[config.mk]
export PLATFORM = sky130hd
export DESIGN_NAME = serial_framer
export DESIGN_NICKNAME = d
export VERILOG_FILES = /design/src/rtl/sfr_pkg.sv /design/src/rtl/sfr_sclk_gen.sv /design/src/rtl/sfr_hold_buf.sv /design/src/rtl/sfr_seq.sv /design/src/rtl/serial_framer.sv
export SDC_FILE = /design/constraint.sdc
export NUM_CORES = 1
export LEC_CHECK = 0
export ABC_AREA = 1
export CAP_MARGIN = 15
export CORE_MARGIN = 8
export CORE_UTILIZATION = 45
export CTS_CLUSTER_DIAMETER = 100
export DETAILED_ROUTE_END_ITERATION = 7
export DONT_BUFFER_PORTS = 1
export GPL_TIMING_DRIVEN = 0
export PLACE_DENSITY_LB_ADDON = 0.05
export SLEW_MARGIN = 10
export SYNTH_ARGS = -nofsm -noshare
export SYNTH_HDL_FRONTEND = slang
export SYNTH_SLANG_ARGS = --single-unit
[constraint.sdc]
create_clock -name clk -period 4.37 [get_ports clk]
set_input_delay 1.0925 -clock clk [delete_from_list [all_inputs] [get_ports clk]]
set_output_delay 1.0925 -clock clk [all_outputs]
set_load 0.02 [all_outputs]
[src/rtl/sfr_pkg.sv]
package sfr_pkg;
    typedef enum logic [1:0] {
        ST_IDLE  = 2'd0,
        ST_READY = 2'd1,
        ST_SHIFT = 2'd2
    } seq_state_e;
endpackage

[src/rtl/sfr_sclk_gen.sv]
module sfr_sclk_gen #(
    parameter int FAST_HALF = 1,
    parameter int SLOW_HALF = 2
) (
    input  logic clk,
    input  logic rst_n,
    input  logic slow,
    output logic sclk,
    output logic rise
);
    localparam int CNT_W = $clog2(SLOW_HALF) + 1;

    typedef struct packed {
        logic [CNT_W-1:0] cnt;
        logic             sclk;
    } gen_t;

    gen_t gen_d, gen_q;
    logic [CNT_W-1:0] last_d;

    always_comb begin
        gen_d  = gen_q;
        rise   = 1'b0;
        last_d = slow ? CNT_W'(SLOW_HALF - 1) : CNT_W'(FAST_HALF - 1);
        if (gen_q.cnt >= last_d) begin
            gen_d.cnt  = '0;
            gen_d.sclk = ~gen_q.sclk;
            rise       = ~gen_q.sclk;
        end else begin
            gen_d.cnt = gen_q.cnt + 1'b1;
        end
    end

    always_ff @(posedge clk or negedge rst_n) begin
        if (!rst_n) gen_q <= '0;
        else        gen_q <= gen_d;
    end

    assign sclk = gen_q.sclk;
endmodule

[src/rtl/sfr_hold_buf.sv]
module sfr_hold_buf #(
    parameter int WORD_W = 31
) (
    input  logic              clk,
    input  logic              rst_n,
    input  logic              in_stb,
    input  logic [WORD_W-1:0] in_word,
    input  logic              busy,
    input  logic              take,
    output logic              pend_vld,
    output logic [WORD_W-1:0] pend_word,
    output logic              overrun
);
    typedef struct packed {
        logic              vld;
        logic [WORD_W-1:0] word;
        logic              ovf;
    } buf_t;

    buf_t buf_d, buf_q;

    always_comb begin
        buf_d = buf_q;
        if (in_stb) begin
            buf_d.word = in_word;
            buf_d.vld  = 1'b1;
        end else if (take) begin
            buf_d.vld = 1'b0;
        end
        if (in_stb && busy) buf_d.ovf = 1'b1;
    end

    always_ff @(posedge clk or negedge rst_n) begin
        if (!rst_n) buf_q <= '0;
        else        buf_q <= buf_d;
    end

    assign pend_vld  = buf_q.vld;
    assign pend_word = buf_q.word;
    assign overrun   = buf_q.ovf;
endmodule

[src/rtl/sfr_seq.sv]
module sfr_seq #(
    parameter int WORD_W     = 31,
    parameter int FRAME_LEN  = 32,
    parameter int LATCH_SPAN = 16
) (
    input  logic              clk,
    input  logic              rst_n,
    input  logic              rise,
    input  logic              pend_vld,
    input  logic [WORD_W-1:0] pend_word,
    input  logic              cont_fs,
    output logic              take,
    output logic              busy,
    output logic              sdo,
    output logic              sdo_oe,
    output logic              drdy_n,
    output logic              fsync_n,
    output logic              latch
);
    import sfr_pkg::*;

    localparam int IDX_W = $clog2(FRAME_LEN);
    localparam int LSB_W = $clog2(LATCH_SPAN);
    localparam logic [IDX_W-1:0] LAST_IDX = IDX_W'(FRAME_LEN - 1);

    typedef struct packed {
        seq_state_e        st;
        logic [IDX_W-1:0]  idx;
        logic [WORD_W-1:0] sh;
        logic              sdo;
        logic              oe;
        logic              drdy_n;
        logic              fsync_n;
        logic              latch;
    } seq_t;

    seq_t seq_d, seq_q;
    logic [IDX_W-1:0] nidx;
    logic             gap;

    always_comb begin
        seq_d = seq_q;
        take  = 1'b0;
        nidx  = seq_q.idx + 1'b1;
        gap   = 1'b0;
        if (rise) begin
            case (seq_q.st)
                ST_IDLE: gap = 1'b1;
                ST_READY: begin
                    seq_d.drdy_n  = 1'b1;
                    seq_d.fsync_n = 1'b0;
                    seq_d.idx     = '0;
                    seq_d.sdo     = seq_q.sh[WORD_W-1];
                    seq_d.sh      = {seq_q.sh[WORD_W-2:0], 1'b0};
                    seq_d.oe      = 1'b1;
                    seq_d.latch   = 1'b0;
                    seq_d.st      = ST_SHIFT;
                end
                ST_SHIFT: begin
                    if (seq_q.idx == LAST_IDX) begin
                        gap = 1'b1;
                    end else begin
                        seq_d.idx   = nidx;
                        seq_d.sdo   = seq_q.sh[WORD_W-1];
                        seq_d.sh    = {seq_q.sh[WORD_W-2:0], 1'b0};
                        seq_d.oe    = (nidx != LAST_IDX);
                        seq_d.latch = &nidx[LSB_W-1:0];
                    end
                end
                default: seq_d.st = ST_IDLE;
            endcase
            if (gap) begin
                seq_d.fsync_n = ~cont_fs;
                seq_d.latch   = 1'b0;
                seq_d.oe      = 1'b0;
                seq_d.sdo     = 1'b0;
                seq_d.st      = ST_IDLE;
                if (pend_vld) begin
                    take         = 1'b1;
                    seq_d.sh     = pend_word;
                    seq_d.drdy_n = 1'b0;
                    seq_d.st     = ST_READY;
                end
            end
        end
    end

    always_ff @(posedge clk or negedge rst_n) begin
        if (!rst_n) begin
            seq_q         <= '0;
            seq_q.st      <= ST_IDLE;
            seq_q.drdy_n  <= 1'b1;
            seq_q.fsync_n <= 1'b1;
        end else begin
            seq_q <= seq_d;
        end
    end

    assign busy    = (seq_q.st != ST_IDLE);
    assign sdo     = seq_q.sdo;
    assign sdo_oe  = seq_q.oe;
    assign drdy_n  = seq_q.drdy_n;
    assign fsync_n = seq_q.fsync_n;
    assign latch   = seq_q.latch;
endmodule

[src/rtl/serial_framer.sv]
module serial_framer #(
    parameter int DATA_W     = 24,
    parameter int STAT_W     = 7,
    parameter int LATCH_SPAN = 16,
    parameter int FAST_HALF  = 1,
    parameter int SLOW_HALF  = 2
) (
    input  logic              clk,
    input  logic              rst_n,
    input  logic              div_sel,
    input  logic              rate_sel,
    input  logic              low_dec,
    input  logic [DATA_W-1:0] smp_data,
    input  logic [STAT_W-1:0] smp_stat,
    input  logic              smp_stb,
    output logic              sclk,
    output logic              sdo,
    output logic              sdo_oe,
    output logic              drdy_n,
    output logic              fsync_n,
    output logic              latch,
    output logic              overrun
);
    localparam int WORD_W    = DATA_W + STAT_W;
    localparam int FRAME_LEN = WORD_W + 1;

    logic              slow_rate;
    logic              cont_fs;
    logic              sclk_rise;
    logic              busy;
    logic              take;
    logic              pend_vld;
    logic [WORD_W-1:0] pend_word;

    assign slow_rate = div_sel & rate_sel;
    assign cont_fs   = low_dec & ~(~div_sel & rate_sel);

    sfr_sclk_gen #(
        .FAST_HALF(FAST_HALF),
        .SLOW_HALF(SLOW_HALF)
    ) clkgen_i (
        .clk  (clk),
        .rst_n(rst_n),
        .slow (slow_rate),
        .sclk (sclk),
        .rise (sclk_rise)
    );

    sfr_hold_buf #(
        .WORD_W(WORD_W)
    ) hold_i (
        .clk      (clk),
        .rst_n    (rst_n),
        .in_stb   (smp_stb),
        .in_word  ({smp_data, smp_stat}),
        .busy     (busy),
        .take     (take),
        .pend_vld (pend_vld),
        .pend_word(pend_word),
        .overrun  (overrun)
    );

    sfr_seq #(
        .WORD_W    (WORD_W),
        .FRAME_LEN (FRAME_LEN),
        .LATCH_SPAN(LATCH_SPAN)
    ) seq_i (
        .clk      (clk),
        .rst_n    (rst_n),
        .rise     (sclk_rise),
        .pend_vld (pend_vld),
        .pend_word(pend_word),
        .cont_fs  (cont_fs),
        .take     (take),
        .busy     (busy),
        .sdo      (sdo),
        .sdo_oe   (sdo_oe),
        .drdy_n   (drdy_n),
        .fsync_n  (fsync_n),
        .latch    (latch)
    );
endmodule

## Yosys cells after proc, flatten, opt, wreduce, memory -nomap -nowiden

Cells that the tools add are included.

- Bits of input ports: 37
- Bits in registers: 79
- Output and inout bits: 7

- Reduce and logical (&&, ||, !) cells: 13
- Multiplexer cells: 22
- $add $sub $neg: 2
- Order comparisons: 1
- Equal/unequal tests: 7
- Bitwise logic cells: 7

Operator list:

| cell | number |
|---|---|
| 38-bit one-hot mux with 2 select lines | 1 |
| 38-bit 2-to-1 mux | 1 |
| 36-bit 2-to-1 mux | 1 |
| 31-bit 2-to-1 mux | 1 |
| 1-bit 2-to-1 mux | 12 |
| 2-bit nonzero test | 4 |
| 2-bit 2-to-1 mux | 3 |
| 3-bit AND reduction | 2 |
| 5-bit by 1-bit adder with 5-bit output, second input constant | 1 |
| 5-bit == test, second input constant | 1 |
| 5-bit != test, second input constant | 1 |
| 1-bit inverter | 4 |
| 1-bit one-hot mux with 2 select lines | 2 |
| 2-bit one-hot mux with 2 select lines | 1 |
| 2-bit AND reduction | 2 |
| 4-bit AND reduction | 1 |
| 1-bit AND | 3 |
| 3-bit != test, second input constant | 1 |
| 3-bit nonzero test | 1 |
| 2-bit by 1-bit adder with 2-bit output, second input constant | 1 |
| 2-bit by 1-bit == test with 1-bit output, second input constant | 1 |
| 2-bit == test, second input constant | 1 |
| 2-bit greater-or-equal comparator | 1 |
| 2-bit logical NOT | 1 |
| other kinds (4) | 4 |

## Depth between registers and ports, before layout

Gate-level depths: netlist of the first run.

- Depth after elaboration: 9
- Depth in mapped cells: 13
- Gate-level depth less buffers: 12

## By module

Synthesis of the first run repeated with hierarchy kept, for this count alone.

- Cell total of the unflattened synthesis: 434
- Area total of the unflattened synthesis: 3677.3 um2

Modules (own cells, without submodules):

| module | cells an instance | instances | area each (um2) |
|---|---|---|---|
| sfr_seq | 275 | 1 | 2198.4 |
| sfr_hold_buf | 140 | 1 | 1321.3 |
| sfr_sclk_gen | 14 | 1 | 133.9 |
| serial_framer | 5 | 1 | 23.8 |

## Worst setup path after synthesis of the first run

No wires, ideal clock.

- Path type: input to register
- Start: input div_sel
- End: register clkgen_i.gen_q (netlist bit clkgen_i.sclk)
- Arrival time: 2091 ps
- Setup slack: 2156 ps
- Stages on the path: 8
- Required time: 4247 ps
- Cells stage by stage: nand2_1 inv_1 ha_1 nor2_2 nand2_1 nand2_4 buf_2 nand2_1

- Longest elaborated chain between the ends: 3

RTL lines:

| what | line | text |
|---|---|---|
| from (decl) | serial_framer.sv:10 | `input logic div_sel,` |
| 1-bit AND | serial_framer.sv:35 | `assign slow_rate = div_sel & rate_sel;` |
| 1-bit 2-to-1 mux | sfr_sclk_gen.sv:24 | `last_d = slow ? CNT_W'(SLOW_HALF - 1) : CNT_W'(FAST_HALF - 1);` |
| 2-bit greater-or-equal comparator | sfr_sclk_gen.sv:25 | `if (gen_q.cnt >= last_d) begin` |
| to (signal assigned) | sfr_sclk_gen.sv:36 | `else gen_q <= gen_d;` |
| to (decl) | sfr_sclk_gen.sv:18 | `gen_t gen_d, gen_q;` |

Every way passes these cells.
A chain may end at the register's enable or synchronous reset.

## Worst setup path after layout of the first run

- Start: input div_sel
- End: register seq_i.seq_q[22] in the netlist's numbering

- Longest elaborated chain between the ends: 4

RTL lines:

| what | line | text |
|---|---|---|
| 1-bit AND | serial_framer.sv:35 |  |
| 1-bit 2-to-1 mux | sfr_sclk_gen.sv:24 |  |
| 2-bit greater-or-equal comparator | sfr_sclk_gen.sv:25 |  |
| 1-bit 2-to-1 mux | sfr_sclk_gen.sv:25 |  |
| to (signal assigned) | sfr_seq.sv:95 | `seq_q <= seq_d;` |
| to (decl) | sfr_seq.sv:37 | `seq_t seq_d, seq_q;` |

Every way passes these cells.

==> metrics.txt, run 1 <==
drt pass-1 iters=4; Req. time, crit path=4660 ps; fin util=0.495; crit share post-route=0.473; Avg WL per Cell=12.3 um; die height=115 um; # IOs=44; gr ovfl total=0; Synth Instances=653; initial drt markers=198; crit-path cells=nand2_1 -> inv_1 -> ha_1 -> nor2_2 -> nand2_1 -> nand2_4 -> buf_2 -> nand2_1 -> nand2_1; flop-to-flop setup slack=2360 ps; largest net degree at the start of global routing=80; WP buf/inv=2; CORE AREA=0.00968 mm2; Worst path max stage delay=270 ps; endpoint class of the critical path=flop; HPWL Detailed=6780 um; # DRC=0; final wirelength=9830 um; Setup Skew=7.88 ps; Die W=115 um; Initial Util=0.459; Setup violations, final=0; Core Rows=36; register area share after synthesis=0.445; CTS Buf Count=9; WL met3=243 um; status=finished, final reports clean; later-pin clock latency in the skew report=350 ps; startpoint types=primary input; Mean Syn Cell Area=6.81 um2; RSZ-0062 raised after global routing=false; relative slew slack=0.679; Yosys warning count=0; setup bufs post-CTS=0; VDD IR-drop max=0.000255 V; Net Count, Synth=698; H-Tree Depth=3; CTS tree=built; register bit total from synthesis=79; Clock Pin Slew Worst Setup and Hold Paths=80 ps; post-DR vias/cell=4.62; Slowest-stage cell, CP=ha_1; Max Cap Viol=0; Max Buffers Root-to-Sink=2; max layer used=met4; number of fill cells=1021; P_leak=2.81 nW; Yosys cell types=22; TritonCTS Sinks=79; antenna-violating nets left=0; CP Class=in2reg; met2 routed WL=4560 um; Overall Power=3.27 mW; CP arrival=2360 ps; cts hold-fix bufs=0; via count=3708; Max Fclk=484 MHz; Antenna Cells=0; gpl congestion=0.779; Layout Nets=709; CTS root buffer=clkbuf_8; Tot GR Track Use=0.163; min cycle time layout=2070 ps; die area=0.0133 mm2; met1 WL=4950 um; vias in the first global route=3738; setup_tns=0 ps; worst hold-check path type=reg2reg; max-slew violations=0; power density over the cells=683 mW/mm2; Crit Path Max Fanout=10; Largest delay share family, worst path=simple AND/OR/NAND/NOR gates; Cell Area, Synth=0.00445 mm2; first-pass GRT wire length=17400 um; I/O Buffers=0; layout cells sized above 1=0.0703; Hold Fails Final Rpt=0; initial antenna violation count=0; Slew @ Worst Pin=481 ps; Worst path most repeated cell=nand2_1; CTS resizes=0; Area Growth Syn to Fin=7.68%
==> cell usage after synthesis <==
library cell,number,area (um2)
dfrtp_1,77,1930
a21oi_2,1,8.76
nand3_1,68,340
dfstp_2,2,52.6
nor2_4,1,11.3
buf_6,2,22.5
a21oi_1,1,5.00
inv_1,113,424
ha_1,8,100
o21bai_1,1,7.51
nor2_1,21,78.8
nand2_1,282,1060
buf_2,13,65.1
buf_4,7,52.6
nand2_2,2,12.5
nor2_2,1,6.26
o21a_1,1,7.51
buf_1,2,7.51
o21ai_0,38,190
clkbuf_1,8,30.0
nand2_4,3,33.8
nand4_1,1,6.26
==> final timing paths <==
| check | start | cells past startpoint | end |
|---|---|---|---|
| max | div_sel | 9 | seq_i.seq_q[22]$_DFFE_PN0P_ |
| min | clkgen_i.gen_q[1]$_DFF_PN0_ | 1 | clkgen_i.gen_q[1]$_DFF_PN0_ |
| max reg2reg | seq_i.seq_q[37]$_DFFE_PN0P_ | 12 | seq_i.seq_q[31]$_DFFE_PN0P_ |
| min reg2reg | clkgen_i.gen_q[1]$_DFF_PN0_ | 1 | clkgen_i.gen_q[1]$_DFF_PN0_ |
| max in group asynchronous | rst_n | 0 | seq_i.fsync_n$_DFFE_PN1P_ |
| min in group asynchronous | rst_n | 0 | seq_i.latch$_DFFE_PN0P_ |
==> sequential cells by signal (all words and copies together), names as in the netlist <==
name	flops
clkgen_i.sclk	1
seq_i.fsync_n	1
seq_i.drdy_n	1
seq_i.sdo_oe	1
seq_i.sdo	1
hold_i.overrun	1
hold_i.pend_word	31
seq_i.latch	1
hold_i.pend_vld	1
clkgen_i.gen_q	2
seq_i.seq_q	38
==> cells by family (layout without fill, tap and decap cells) <==
logic type	Yosys count	after routing	synth area share
AOI/OAI and AO/OA	42	42	0.0492
DFF	79	79	0.445
and+or+nand+nor	379	379	0.348
adders and majority gates	8	8	0.0225
buffers and inverters	145	161	0.135
==> cell usage in the layout (no fill, tap or decap), drive strengths merged <==
cell type and count:
nand3 68, dfrtp 77, o21ai 38, o21bai 1
dfstp 2, inv 113, clkinv 4, a21oi 2
clkbuf 20, nor2 23, nand2 287, ha 8
o21a 1, nand4 1, buf 24
==> stage by stage <==
stage / worst slack [ps] / cells / instance area, um2 / hold slack, ps
2_1_floorplan: 2160 / 653 / 4450 / 403
3_3_place_gp: 1930 / 786 / 4610 / 416
3_5_place_dp: 1920 / 786 / 4610 / 417
4_1_cts: 2300 / 802 / 4790 / 414
5_1_grt: 2070 / 802 / 4790 / 398
6_report: 2300 / 802 / 4790 / 432
==> layer usage <==
| layer | track usage | vias up |
|---|---|---|
| met2 | 0.260 | 43 |
| met3 | 0.0271 | 6 |
| met4 | 0.0560 | 0 |
| li1 | - | 1968 |
| met5 | 0 | - |
| met1 | 0.217 | 1691 |
==> where the power goes <==
part | internal, mW | switching (mW)
clock network | 0.234 | 0.269
registers | 0.945 | 0.171
logic | 0.577 | 1.07
total | 1.76 | 1.51
==> cell type report <==
cell class | count | area (um2) | share of cell area
flip-flops and latches | 79 | 1980 | 0.413
well taps | 133 | 166 | 0.0347
multi-input cells | 429 | 1870 | 0.390
plain buffers | 32 | 178 | 0.0371
clock inverters | 4 | 20.0 | 0.00418
clock buffers | 12 | 155 | 0.0324
inverters | 113 | 424 | 0.0886
(Power assumes the default switching activity.)
==> run 2: changes to the inputs <==
clock period = 1.7 ns   (was 4.37 ns; I/O delays follow)
==> run 2 against run 1 <==
  * The flow now finishes with violations (negative hold slack, negative setup slack)
  * Sequential power grew to 2.6 times the previous value
  * Sequential share of layout area is 3.2 points lower
  * Critical path depth is 4 higher
  * Global-route usage is 0.23 points higher
  * Core utilization is 4.1 points higher
  * Worst hold slack worse by 670 ps
  * Worst setup slack worse by 2300 ps
  * Combinational power grew to 3.3 times the previous value
  * Routed wire length is 5.8% higher
  * Die area stayed put
  * Critical endpoint is now seq_i.seq_q[8]$_DFFE_PN0P_
  * Largest power group unchanged
==> metrics.txt, run 2 (synthesized netlist as in run 1, its figures left out) <==
Antenna Cells=0 (unchanged); FF-to-FF path depth=13 (+1); worst hold-check path type=in2async; max-slew violations=0 (unchanged); crit share post-route=1.02; Tot GR Track Use=0.165 (+0.00233); die area=0.0133 mm2 (unchanged); Initial Util=0.459 (unchanged); crit-path cells=ha_4 -> nand2_4 -> nor2_4 -> ha_4 -> nand2_4 -> nand2_8 -> nand2_8 -> clkbuf_16 -> nand2_2 -> inv_2 -> nand2_2 -> nand2_2 -> nand2_2; startpoint types=flop; Core Rows=36 (unchanged); Worst path most repeated cell=nand2_2; pre-CTS WS=-303 ps (-2230 ps); Placed Instances=786 (unchanged); max reg flops=38 (unchanged); drt pass-1 iters=4 (unchanged); H-Tree Depth=3 (unchanged); Avg WL per Cell=12.7 um (+3.7%); TritonCTS Sinks=79 (unchanged); Setup Skew=8.85 ps (+0.966 ps); gpl congestion=0.779 (unchanged); largest net degree at the start of global routing=80 (unchanged); Non-Filler Instances=818 (+2.0%); CTS Buf Count=9 (unchanged); WHS=-235 ps (-667 ps); vias in the first global route=3777 (+1.0%); violated checks=negative hold slack, negative setup slack; layout cells sized above 1=0.180 (+0.109); CORE AREA=0.00968 mm2 (unchanged); Hold Fails Final Rpt=79 (+79); Max Buffers Root-to-Sink=2 (unchanged); Max Fclk=577 MHz; via count=3852 (+3.9%); I/O Buffers=0 (unchanged); relative slew slack=0.689 (+0.00950); # IOs=44 (unchanged); die height=115 um (unchanged); CP Class=reg2reg; antenna-violating nets left=0 (unchanged); initial antenna violation count=0 (unchanged); Req. time, crit path=1940 ps (-2720 ps); flop-to-flop setup slack=-30 ps (-2390 ps); first-pass GRT wire length=17700 um (+1.7%); Clock Pin Slew Worst Setup and Hold Paths=90 ps (about the same); Setup violations, final=10 (+10); CTS root buffer=clkbuf_8; Area Growth Syn to Fin=16.7%; commonest non-fill, non-tap cells in the layout=nand2_1 (247), inv_1 (95), dfrtp_1 (76), nand3_1 (68), o21ai_0 (37); worst r2r dst=seq_i.seq_q[8]$_DFFE_PN0P_; CTS tree=built; final wirelength=10400 um (+5.8%); post-DR vias/cell=4.71 (+1.9%); gr ovfl total=0 (unchanged); min cycle time layout=1730 ps; WP buf/inv=2 (unchanged); initial drt markers=209 (+5.6%); Crit Path Max Fanout=8 (-2); # DRC=0 (unchanged); Slew @ Worst Pin=467 ps (-14.2 ps); HPWL Detailed=6780 um (unchanged); Die W=115 um (unchanged); Largest Register=seq_i.seq_q; P_leak=2.95 nW (+5.0%); RSZ-0062 raised after global routing=true; Largest delay share family, worst path=simple AND/OR/NAND/NOR gates; CP arrival=1980 ps (-380 ps); worst r2r src=seq_i.seq_q[37]$_DFFE_PN0P_; Setup WS post-layout=-32.1 ps (-2330 ps); Max Cap Viol=0 (unchanged); power density over the cells=1840 mW/mm2 (+170%); endpoint class of the critical path=flop; Worst path max stage delay=440 ps (+170 ps); later-pin clock latency in the skew report=350 ps (about the same); status=finished with violations; Layout Nets=725 (+2.3%); VDD IR-drop max=0.000642 V (+150%); Slowest-stage cell, CP=dfrtp_2; commonest non-fill, non-tap cell in the layout=nand2_1
## run 2: changes by cell type in the layout (fill, tap and decap cells not counted), moves of 6 or more
cell	change
inv_1	-18
nand2_2	+30
buf_4	+7
buf_6	+8
nand2_1	-35
buf_2	-6
inv_2	+18
## run 2: worst register-to-register path: stages, from the launching register on
cell and delay, ps:
dfrtp_2 440, ha_4 170, nand2_4 60, nor2_4 40, ha_4 170, nand2_4 110, nand2_8 100, nand2_8 140
clkbuf_16 160, nand2_2 50, inv_2 40, nand2_2 40, nand2_2 60, nand2_2 50
## run 2: timing repair
action                     in CTS  in global routing
setup buffers                   5                  7
pin swaps                       5                 32
hold endpoints to repair       79                 79
gates cloned                    1                  3
resized for setup              31                 63
setup endpoints to repair      42                 42
## run 2: layout make-up
cell class / instances / area [um2]
inverter: 113 / 424
clock inverter: 4 / 20.0
multi-input combinational: 430 / 2050
clock buffer: 12 / 155
fill: 980 / 4500
timing repair buffer: 15 / 151
buffer: 32 / 243
tap: 133 / 166
sequential: 79 / 1980
## run 2: metal layers
layer / routed length (um) / up-vias / GRT usage
li1: - / 2001 / -
met1: 5080 / 1794 / 0.217
met2: 4870 / 47 / 0.269
met3: 317 / 10 / 0.0266
met4: 133 / 0 / 0.0552
met5: 0 / - / 0
## run 2: how the worst max path moves through the flow
| stage | depth (start not counted) | endpoint | slack (ps) | start |
|---|---|---|---|---|
| after floorplan | 12 | seq_i.seq_q[37]$_DFFE_PN0P_ | 8 | seq_i.seq_q[36]$_DFFE_PN0P_ |
| after global placement | 12 | seq_i.seq_q[29]$_DFFE_PN0P_ | -270 | seq_i.seq_q[36]$_DFFE_PN0P_ |
| after detailed placement | 12 | seq_i.seq_q[37]$_DFFE_PN0P_ | -300 | seq_i.seq_q[37]$_DFFE_PN0P_ |
| after CTS | 12 | seq_i.seq_q[5]$_DFFE_PN0P_ | -5 | seq_i.seq_q[36]$_DFFE_PN0P_ |
| after global routing | 13 | seq_i.seq_q[8]$_DFFE_PN0P_ | -130 | seq_i.seq_q[37]$_DFFE_PN0P_ |
| final | 13 | seq_i.seq_q[8]$_DFFE_PN0P_ | -30 | seq_i.seq_q[37]$_DFFE_PN0P_ |
## run 2: power breakdown
part | total [mW] | internal (mW) | switching [mW] | leakage, nW
logic | 5.39 | 2.15 | 3.24 | 1.88
registers | 2.87 | 2.43 | 0.439 | 0.975
clock network | 1.29 | 0.602 | 0.684 | 0.0959
## run 2: stage by stage
stage	total power [mW]	hold slack [ps]	utilization	setup TNS (ps)	instance area (um2)
finish	9.55	-235	0.536	-129	5190
global route	10.5	-267	0.536	-3480	5190
CTS	8.85	-253	0.510	-8.40	4930
detailed placement	7.21	132	0.476	-9380	4610
global placement	7.13	132	0.476	-8280	4610
floorplan	6.23	129	-	0	4450
